**src/rtl/rmw_pkg.sv**
```systemverilog
package rmw_pkg;

  localparam int XW = 32;

  typedef enum logic [2:0] {
    ST_IDLE,
    ST_LOCK,
    ST_READ,
    ST_EVAL,
    ST_WRITE,
    ST_FIN
  } rmw_state_e;

  // packed so that bit 0 is carry and bit 5 is overflow
  typedef struct packed {
    logic of;
    logic sf;
    logic zf;
    logic af;
    logic pf;
    logic cf;
  } flags_t;

  function automatic logic [XW-1:0] size_mask(input logic [1:0] sz);
    case (sz)
      2'd0:    return XW'(32'h0000_00FF);
      2'd1:    return XW'(32'h0000_FFFF);
      default: return '1;
    endcase
  endfunction

  function automatic int unsigned top_bit(input logic [1:0] sz);
    case (sz)
      2'd0:    return 7;
      2'd1:    return 15;
      default: return XW - 1;
    endcase
  endfunction

  // keep the bits of old above the operand size, take the low part from fresh
  function automatic logic [XW-1:0] merge_low(input logic [XW-1:0] old,
                                              input logic [XW-1:0] fresh,
                                              input logic [1:0] sz);
    return (old & ~size_mask(sz)) | (fresh & size_mask(sz));
  endfunction

  function automatic flags_t arith_flags(input logic [XW-1:0] lhs,
                                         input logic [XW-1:0] rhs,
                                         input logic [XW-1:0] res,
                                         input logic carry,
                                         input logic is_sub,
                                         input logic [1:0] sz);
    flags_t f;
    int unsigned t;
    logic ls, rs, os;
    t  = top_bit(sz);
    ls = lhs[t];
    rs = rhs[t];
    os = res[t];
    f.cf = carry;
    f.pf = ~^res[7:0];
    f.af = lhs[4] ^ rhs[4] ^ res[4];
    f.zf = ((res & size_mask(sz)) == '0);
    f.sf = os;
    f.of = is_sub ? ((ls ^ rs) & (ls ^ os)) : (~(ls ^ rs) & (ls ^ os));
    return f;
  endfunction

endpackage

```
**src/rtl/rmw_alu.sv**
```systemverilog
module rmw_alu
  import rmw_pkg::*;
#(
  parameter int DATA_W = XW
) (
  input  logic              op_add,
  input  logic [1:0]        sz,
  input  logic              locked,
  input  logic [DATA_W-1:0] acc,
  input  logic [DATA_W-1:0] src,
  input  logic [DATA_W-1:0] dest,
  output logic              need_write,
  output logic [DATA_W-1:0] wdata,
  output logic [DATA_W-1:0] acc_res,
  output logic [DATA_W-1:0] src_res,
  output flags_t            flags
);

  logic [DATA_W-1:0] msk, am, dm, sm, diff;
  logic [DATA_W:0]   sum_x;
  logic              borrow, carry, match;

  always_comb begin
    msk    = size_mask(sz);
    am     = acc & msk;
    dm     = dest & msk;
    sm     = src & msk;
    diff   = (am - dm) & msk;
    borrow = (am < dm);
    sum_x  = {1'b0, dm} + {1'b0, sm};
    carry  = sum_x[top_bit(sz) + 1];
    match  = (am == dm);
  end

  always_comb begin
    if (op_add) begin
      flags      = arith_flags(dm, sm, sum_x[DATA_W-1:0] & msk, carry, 1'b0, sz);
      need_write = 1'b1;
      wdata      = sum_x[DATA_W-1:0] & msk;
      acc_res    = acc;
      src_res    = merge_low(src, dest, sz);
    end else begin
      flags      = arith_flags(am, dm, diff, borrow, 1'b1, sz);
      need_write = match | locked;
      wdata      = match ? sm : dm;
      acc_res    = match ? acc : merge_low(acc, dest, sz);
      src_res    = src;
    end
  end

endmodule

```
**src/rtl/rmw_ctrl.sv**
```systemverilog
module rmw_ctrl
  import rmw_pkg::*;
(
  input  logic clk,
  input  logic rst_n,
  input  logic start,
  input  logic lock_req,
  input  logic mem_ack,
  input  logic need_write,
  output logic busy,
  output logic accept,
  output logic rd_hs,
  output logic eval,
  output logic wr_hs,
  output logic done,
  output logic mem_req,
  output logic mem_we,
  output logic lock_out,
  output logic op_locked
);

  rmw_state_e st, st_nx;
  logic       lk_q;

  assign accept    = (st == ST_IDLE) && start;
  assign rd_hs     = (st == ST_READ) && mem_ack;
  assign wr_hs     = (st == ST_WRITE) && mem_ack;
  assign eval      = (st == ST_EVAL);
  assign done      = (st == ST_FIN);
  assign busy      = (st != ST_IDLE);
  assign mem_req   = (st == ST_READ) || (st == ST_WRITE);
  assign mem_we    = (st == ST_WRITE);
  assign op_locked = lk_q;
  assign lock_out  = lk_q && ((st == ST_LOCK) || (st == ST_READ) ||
                              (st == ST_EVAL) || (st == ST_WRITE));

  always_comb begin
    st_nx = st;
    case (st)
      ST_IDLE:  if (start) st_nx = lock_req ? ST_LOCK : ST_READ;
      ST_LOCK:  st_nx = ST_READ;
      ST_READ:  if (mem_ack) st_nx = ST_EVAL;
      ST_EVAL:  st_nx = need_write ? ST_WRITE : ST_FIN;
      ST_WRITE: if (mem_ack) st_nx = ST_FIN;
      ST_FIN:   st_nx = ST_IDLE;
      default:  st_nx = ST_IDLE;
    endcase
  end

  always_ff @(posedge clk) begin
    if (!rst_n) begin
      st   <= ST_IDLE;
      lk_q <= 1'b0;
    end else begin
      st <= st_nx;
      if (accept) lk_q <= lock_req;
    end
  end

endmodule

```
**src/rtl/rmw_xchg_unit.sv**
```systemverilog
module rmw_xchg_unit
  import rmw_pkg::*;
#(
  parameter int DATA_W = XW,
  parameter int ADDR_W = 32
) (
  input  logic              clk,
  input  logic              rst_n,
  input  logic              start_i,
  input  logic              op_i,
  input  logic [1:0]        size_i,
  input  logic              lock_i,
  input  logic [ADDR_W-1:0] addr_i,
  input  logic [DATA_W-1:0] acc_i,
  input  logic [DATA_W-1:0] src_i,
  output logic              busy_o,
  output logic              done_o,
  output logic [DATA_W-1:0] acc_o,
  output logic [DATA_W-1:0] src_o,
  output logic [5:0]        flags_o,
  output logic              lock_o,
  output logic              mem_req_o,
  output logic              mem_we_o,
  output logic [ADDR_W-1:0] mem_addr_o,
  output logic [DATA_W-1:0] mem_wdata_o,
  input  logic              mem_ack_i,
  input  logic [DATA_W-1:0] mem_rdata_i
);

  // events brought out for the bound checker
  logic accept, rd_hs, eval, wr_hs, op_locked, need_write;

  logic              op_q;
  logic [1:0]        sz_q;
  logic [ADDR_W-1:0] addr_q;
  logic [DATA_W-1:0] acc_q, src_q, dest_q, wdata_q;
  logic [DATA_W-1:0] alu_wdata, alu_acc, alu_src;
  flags_t            alu_flags, flags_q;

  rmw_ctrl u_ctrl (
    .clk        (clk),
    .rst_n      (rst_n),
    .start      (start_i),
    .lock_req   (lock_i),
    .mem_ack    (mem_ack_i),
    .need_write (need_write),
    .busy       (busy_o),
    .accept     (accept),
    .rd_hs      (rd_hs),
    .eval       (eval),
    .wr_hs      (wr_hs),
    .done       (done_o),
    .mem_req    (mem_req_o),
    .mem_we     (mem_we_o),
    .lock_out   (lock_o),
    .op_locked  (op_locked)
  );

  rmw_alu #(.DATA_W(DATA_W)) u_alu (
    .op_add     (op_q),
    .sz         (sz_q),
    .locked     (op_locked),
    .acc        (acc_q),
    .src        (src_q),
    .dest       (dest_q),
    .need_write (need_write),
    .wdata      (alu_wdata),
    .acc_res    (alu_acc),
    .src_res    (alu_src),
    .flags      (alu_flags)
  );

  always_ff @(posedge clk) begin
    if (!rst_n) begin
      op_q    <= 1'b0;
      sz_q    <= 2'd0;
      addr_q  <= '0;
      acc_q   <= '0;
      src_q   <= '0;
      dest_q  <= '0;
      wdata_q <= '0;
      acc_o   <= '0;
      src_o   <= '0;
      flags_q <= '0;
    end else begin
      if (accept) begin
        op_q   <= op_i;
        sz_q   <= size_i;
        addr_q <= addr_i;
        acc_q  <= acc_i;
        src_q  <= src_i;
      end
      if (rd_hs) dest_q <= mem_rdata_i;
      if (eval) begin
        wdata_q <= alu_wdata;
        acc_o   <= alu_acc;
        src_o   <= alu_src;
        flags_q <= alu_flags;
      end
    end
  end

  assign flags_o     = flags_q;
  assign mem_addr_o  = addr_q;
  assign mem_wdata_o = wdata_q;

endmodule

```
**config.mk**
```make
export PLATFORM = sky130hd
export DESIGN_NAME = rmw_xchg_unit
export DESIGN_NICKNAME = d
export VERILOG_FILES = /design/src/rtl/rmw_pkg.sv /design/src/rtl/rmw_alu.sv /design/src/rtl/rmw_ctrl.sv /design/src/rtl/rmw_xchg_unit.sv
export SDC_FILE = /design/constraint.sdc
export NUM_CORES = 1
export LEC_CHECK = 0
export BUFFER_PORTS_ARGS = -buffer_cell sky130_fd_sc_hd__buf_2
export CAP_MARGIN = 20
export CORE_ASPECT_RATIO = 0.7
export CORE_MARGIN = 4
export CORE_UTILIZATION = 30
export DETAILED_ROUTE_END_ITERATION = 7
export PLACE_DENSITY = 0.49
export SETUP_SLACK_MARGIN = 0.1
export SLEW_MARGIN = 20
export SYNTH_ARGS = -nofsm -noshare
export SYNTH_HDL_FRONTEND = slang
export SYNTH_SLANG_ARGS = --single-unit
```
**constraint.sdc**
```tcl
create_clock -name clk -period 5.2 [get_ports clk]
set_clock_uncertainty 0.2 [all_clocks]
set_input_delay 0.52 -clock clk [delete_from_list [all_inputs] [get_ports clk]]
set_output_delay 0.52 -clock clk [all_outputs]
set_load 0.01 [all_outputs]
```
==> results of run 1 <==
-- cell type report --
class	count	area [sq um]	share of cell area [%]
clock buffers	35	746	4.04
well taps	655	820	4.44
clock inverters	13	174	0.941
inverters	57	219	1.19
flip-flops and latches	237	4750	25.7
multi-input cells	1532	9020	48.8
repair buffers	417	2750	14.9
-- power by group --
group / internal [mW] / leakage, nW / switching [mW] / total (mW)
clock: 1.20 / 0.451 / 0.815 / 2.02
sequential: 1.94 / 1.93 / 0.136 / 2.07
combinational: 0.664 / 5.36 / 1.06 / 1.73
total: 3.80 / 7.74 / 2.01 / 5.82
-- per-layer routing --
layer / GRT usage, % / wire, microns / up-vias
met3: 3.15 / 3360 / 55
li1: - / - / 7554
met5: 0 / 0 / -
met4: 3.90 / 1040 / 0
met1: 32.0 / 28900 / 7290
met2: 31.8 / 23900 / 467
-- how the worst min path moves through the flow --
| stage | startpoint | endpoint | slack, ns | cells after the start |
|---|---|---|---|---|
| 6_report | src_i[26] | src_q[26]$_SDFFE_PN0P_ | 0.03 | 3 |
| 5_1_grt | src_i[19] | src_q[19]$_SDFFE_PN0P_ | 0.02 | 3 |
| 4_1_cts | src_i[9] | src_q[9]$_SDFFE_PN0P_ | 0.0002 | 3 |
| 3_5_place_dp | mem_addr_o[7]$_SDFFE_PN0P_ | mem_addr_o[7]$_SDFFE_PN0P_ | 0.25 | 2 |
| 3_3_place_gp | mem_addr_o[20]$_SDFFE_PN0P_ | mem_addr_o[20]$_SDFFE_PN0P_ | 0.24 | 2 |
| 2_1_floorplan | acc_q[10]$_SDFFE_PN0P_ | acc_q[10]$_SDFFE_PN0P_ | 0.24 | 2 |
-- state kept, by name, summed over array words and instances, names as in the netlist --
signal and flops:
acc_o 32, acc_q 32, dest_q 32, mem_addr_o 32, mem_wdata_o 32, src_o 32, src_q 32, flags_o 6
u_ctrl.st 3, sz_q 2, op_q 1, u_ctrl.op_locked 1
-- cells by family (layout without fill, tap and decap cells) --
kind of cell	after synthesis	in the layout	synth area share (%)
buffers and inverters	201	522	5.38
flip-flops	237	237	32.7
AO/OA/AOI/OAI	557	557	25.1
AND/OR/NAND/NOR	809	809	24.5
XOR/XNOR	57	57	3.49
multiplexers	38	38	2.66
adder cells (fa/ha/maj)	71	71	6.19
-- per-stage QoR --
step / cell area, sq um / worst slack [ns]
after floorplan: 14500 / 0.632
after global placement: 16500 / 0.655
after detailed placement: 16500 / 0.440
after CTS: 18500 / 0.368
after global routing: 18500 / 0.100
final: 18500 / 0.464
-- worst max-delay path: stages, from the launching register on --
cell,delay [ns]
dfxtp_1,0.44
ha_1,0.20
inv_1,0.06
fa_1,0.41
a21o_1,0.19
a21oi_2,0.24
o21bai_1,0.09
a21oi_1,0.19
xor2_1,0.18
ha_1,0.16
and4_1,0.21
o2111ai_1,0.25
a221oi_1,0.34
o311ai_0,0.20
a2111oi_0,0.36
nand4_1,0.16
o32ai_2,0.30
nand3_1,0.11
nor4_1,0.18
a21oi_1,0.13
o31ai_1,0.07
-- layout by cell type (no fill, tap or decap), types with 27 or more instances in the layout --
cell type / instances
nand2_1: 423
a21oi_1: 237
dfxtp_1: 235
xnor2_1: 30
buf_2: 274
inv_1: 55
buf_4: 34
clkbuf_16: 27
a311oi_1: 48
and2_1: 50
nand3_1: 61
ha_1: 67
nor2_1: 166
dlygate4sd3_1: 106
a211oi_1: 58
mux2i_1: 33
o21ai_0: 57
-- timing repair --
item,in CTS,in global routing
gates resized for setup,0,1
setup endpoints to repair,0,1
hold endpoints to repair,106,0
hold buffers,106,0
==> impl_metrics.py, run 1 <==
metrics = {
    "status": {
        "status": "finished, final reports clean",
    },
    "routing": {
        "post_drt_wl_per_cell_microns": 19.4,
        "first_iter_violations": 1129,
        "routed_wirelength_mm": 57.3,
        "firstDrtPassIters": 7,
        "route.vias.total": 15400,
        "drc_errors": 0,
        "ant_nets": 0,
        "vias_per_cell": 5.22,
    },
    "placed_design": {
        "gp_congestion": 0.922,
        "hpwl_mm": 41.8,
        "dp_cells": 2792,
        "place.port_buffers": 274,
    },
    "clock_tree": {
        "cts_buffer_depth": 3,
        "clkSinkCount": 237,
        "cts_tree": "done",
        "cts_setup_buffers": 0,
        "clk_pin_slew_ns": 0.07,
        "cts-buffers-inserted": 26,
        "cts-root-buf": "clkbuf_16",
        "clock_latency_ns": 0.56,
        "h-tree-depth": 1,
    },
    "logic_synthesis": {
        "synthTopCellsByCount": "424 x nand2_1, 237 x a21oi_1, 237 x dfxtp_1",
        "synthTopCellsByArea": "dfxtp_1 33%, nand2_1 11%, a21oi_1 8.2%",
        "synth_sequential_area_ratio_pct": 32.7,
        "synth_cell_types": 87,
        "yosys.area.top_type": "dfxtp_1",
        "yosysMostFrequentCell": "nand2_1",
        "synth_nets": 2175,
        "async_flop_share_pct": 0,
        "synth_cells": 1970,
        "ys_dominant_reg_cell": "dfxtp_1",
        "synth.avg_cell_area_sq_um": 7.37,
        "synth_top_cell_area_share_pct": 32.7,
        "synth_edf_count": 0,
        "ys_warn_count": 0,
        "syn-cell-area_sq_um": 14500,
        "ys_ff_latch": 237,
    },
    "timing": {
        "min_period_ns": 4.74,
        "period_share_pct": 91.1,
        "fmax_ghz": 0.211,
        "rsz0062_at_grt": "no",
        "finalSetupViolCount": 0,
        "tns_ns": 0,
        "worst_pin_slew_ns": 0.952,
        "slew_viol_final": 0,
        "hold_viol": 0,
        "slew_headroom_pct": 36.5,
        "holdWs_ns": 0.0292,
    },
    "global_route": {
        "grt_pass1_wl_mm": 87.6,
        "overflow": 0,
        "grt_pass1_vias": 14700,
        "antenna_found_initial": 0,
        "grt_max_degree": 118,
        "grt_usage_pct": 21.1,
    },
    "worst_setup_path": {
        "timing.rr.start": "dest_q[0]$_SDFFE_PN0P_",
        "worstRegToRegCells": 20,
        "critPathRequiredTime_ns": 5.48,
        "arrival_ns": 5.02,
        "worstPathMaxFanout": 6,
        "startpoint_type": "flop",
        "endpoint": "flags_o[3]$_SDFFE_PN0P_",
        "r2r-end": "flags_o[3]$_SDFFE_PN0P_",
        "worstSetupStartpoint": "dest_q[0]$_SDFFE_PN0P_",
        "cp-end-kind": "flop",
        "worstSetupPathType": "reg2reg",
        "rrSetupSlack_ns": 0.46,
    },
    "die": {
        "row_count": 67,
        "die_h_microns": 192,
        "start_util_pct": 30.3,
        "io_pins": 275,
        "die_w_microns": 271,
        "core_sq_um": 47900,
        "die_area_sq_um": 52000,
    },
    "power": {
        "vdd_drop_max_uv": 208,
        "powerDensity_nw_per_um2": 315,
        "p_leak_nw": 7.74,
        "total_power_mw": 5.82,
    },
    "final_layout": {
        "syn2layout_area_growth_pct": 27.3,
        "drive_gt1_share_pct": 17.3,
        "layout.nets": 2476,
        "n_antenna_cell": 0,
        "nFillCells": 5049,
        "fin_util_pct": 38.6,
        "fin_cells": 2946,
    },
    "hold_path": {
        "min_path_type": "in2reg",
    },
    "flow_run": {
        "maxCapViolations": 0,
    },
}
Note: power is estimated with default switching activity, not from simulation.
==> run 2, diff against run 1 <==
Settings changed: GPL_ROUTABILITY_DRIVEN set to 0, PLACE_DENSITY 0.49 to 0.47.
==> run 2 against run 1 <==
Against the previous run: utilization is 0.094 points higher; fmax rose by 0.15%; cell count is 0.20% higher; total power is 1.3% lower.
==> impl_metrics.py, run 2 (synthesized netlist as in run 1, its figures left out) <==
metrics = {
    "worst_setup_path": {
        "critPathRequiredTime_ns": 5.48,
        "worstPathMaxFanout": 6,
        "crit_slowest_cell": "dfxtp_1",
        "slowest_delay_ns": 0.46,
        "startpoint_type": "flop",
        "worstRegToRegCells": 20,
        "cp-end-kind": "flop",
        "worstSetupPathType": "reg2reg",
        "arrival_ns": 5.01,
        "cp_cell_sequence": "ha_1, inv_1, fa_1, a21o_1, a21oi_2, o21bai_1, a21oi_1, xor2_1, ha_1, and4_1, o2111ai_1, a221oi_2, o311ai_0, a2111oi_0, nand4_1, o32ai_2, nand3_1, nor4_1, a21oi_1, o31ai_1",
    },
    "global_route": {
        "grt_pass1_vias": 14900,
        "grt_pass1_wl_mm": 88.1,
        "antenna_found_initial": 0,
        "grt_max_degree": 108,
        "grt_usage_pct": 21.2,
        "overflow": 0,
    },
    "final_layout": {
        "layout.nets": 2483,
        "seq_area_sq_um": 4750,
        "final_common_cell": "nand2_1",
        "n_antenna_cell": 0,
        "final_cell_mix": "423 x nand2_1, 274 x buf_2, 237 x a21oi_1",
        "multiInputGateArea_sq_um": 9030,
        "nFillCells": 5014,
        "syn2layout_area_growth_pct": 27.6,
        "drive_gt1_share_pct": 17.4,
        "final_cell_area_sq_um": 18500,
    },
    "power": {
        "p_seq_share_pct": 36.2,
        "p_switching_mw": 2.01,
        "powerDensity_nw_per_um2": 310,
        "pwr-share-clk_pct": 34.3,
        "intPower_mw": 3.73,
        "switching_share_pct": 35.0,
        "pwr-share-comb_pct": 29.6,
        "p_leak_nw": 7.77,
        "vdd_drop_max_uv": 208,
    },
    "routing": {
        "post_drt_wl_per_cell_microns": 19.4,
        "firstDrtPassIters": 6,
        "ant_nets": 0,
        "routed_wirelength_mm": 57.2,
        "vias_per_cell": 5.24,
        "first_iter_violations": 1307,
        "route.vias.total": 15500,
        "drc_errors": 0,
    },
    "timing": {
        "slew_viol_final": 0,
        "finalSetupViolCount": 0,
        "period_share_pct": 90.9,
        "worst_pin_slew_ns": 0.963,
        "hold_viol": 0,
        "min_period_ns": 4.73,
        "slew_headroom_pct": 35.8,
        "rsz0062_at_grt": "no",
        "tns_ns": 0,
        "fmax_ghz": 0.211,
    },
    "clock_tree": {
        "cts-buffers-inserted": 27,
        "clock_latency_ns": 0.57,
        "cts_buffer_depth": 3,
        "cts-root-buf": "clkbuf_16",
        "cts_setup_buffers": 0,
        "clk_pin_slew_ns": 0.07,
        "clkSinkCount": 237,
        "cts_tree": "done",
        "h-tree-depth": 1,
    },
    "die": {
        "start_util_pct": 30.3,
        "io_pins": 275,
        "core_sq_um": 47900,
        "die_h_microns": 192,
        "die_w_microns": 271,
        "die_area_sq_um": 52000,
        "row_count": 67,
    },
    "placed_design": {
        "place_area_sq_um": 16500,
        "hpwl_mm": 41.5,
        "place.port_buffers": 274,
    },
    "hold_path": {
        "holdPathStages": 3,
        "min_path_type": "in2reg",
    },
    "status": {
        "status": "finished, final reports clean",
    },
    "flow_run": {
        "maxCapViolations": 0,
    },
}
-- run 2: stage by stage --
stage	worst slack (ns)	hold WS (ns)	power [mW]	cells	utilization, %
2_1_floorplan	0.632	0.244	3.16	1970	-
3_3_place_gp	0.715	0.239	3.73	2791	34.4
3_5_place_dp	0.446	0.246	3.73	2791	34.4
4_1_cts	0.369	0.00243	5.80	2952	38.7
5_1_grt	0.148	0.0340	6.05	2952	38.7
6_report	0.471	0.0276	5.74	2952	38.7
-- run 2: worst max-delay path: cells and delay by family (launching register included) --
kind	cells	cell delay, ns
DFF	1	0.46
and+or+nand+nor	4	0.67
adders and majority gates	3	0.79
AOI/OAI and AO/OA	11	2.28
buffers and inverters	1	0.06
xor gates and xnor gates	1	0.19
-- run 2: path summary, 6_finish.rpt --
check	from	end	slack, ns
setup / recovery	dest_q[0]$_SDFFE_PN0P_	flags_o[3]$_SDFFE_PN0P_	0.47
hold / removal	size_i[0]	sz_q[0]$_SDFFE_PN0P_	0.03
setup reg to reg	dest_q[0]$_SDFFE_PN0P_	flags_o[3]$_SDFFE_PN0P_	0.47
hold reg to reg	mem_addr_o[27]$_SDFFE_PN0P_	mem_addr_o[27]$_SDFFE_PN0P_	0.25
-- run 2: cell type report --
class                           count  share of cell area (%)
Multi-Input combinational cell   1532                    48.7
Sequential cell                   237                    25.6
Timing Repair Buffer              423                    15.2
Tap cell                          655                    4.42
Clock buffer                       34                    4.11
Inverter                           57                    1.18
Clock inverter                     14                   0.723
-- run 2: power by group through the flow --
stage	combinational [mW]	sequential [mW]	clock, mW
4_1_cts	1.70	2.08	2.03
3_3_place_gp	1.62	2.11	0
2_1_floorplan	1.09	2.07	0
6_report	1.70	2.08	1.97
5_1_grt	1.87	2.09	2.09
3_5_place_dp	1.62	2.12	0
-- run 2: layer usage --
metal,part of all wire (%),vias up,global-route usage (%)
met2,43,531,32.9
met1,49,7289,31.1
li1,-,7568,-
met5,0,-,0
met4,2.0,0,4.10
met3,6.4,73,3.17
-- run 2: repair_timing --
action | 4_1_cts | 5_1_grt
endpoints found under the hold margin | 113 | 0
setup endpoints to repair | 0 | 1
gates resized for setup | 0 | 2
hold buffers | 113 | 0
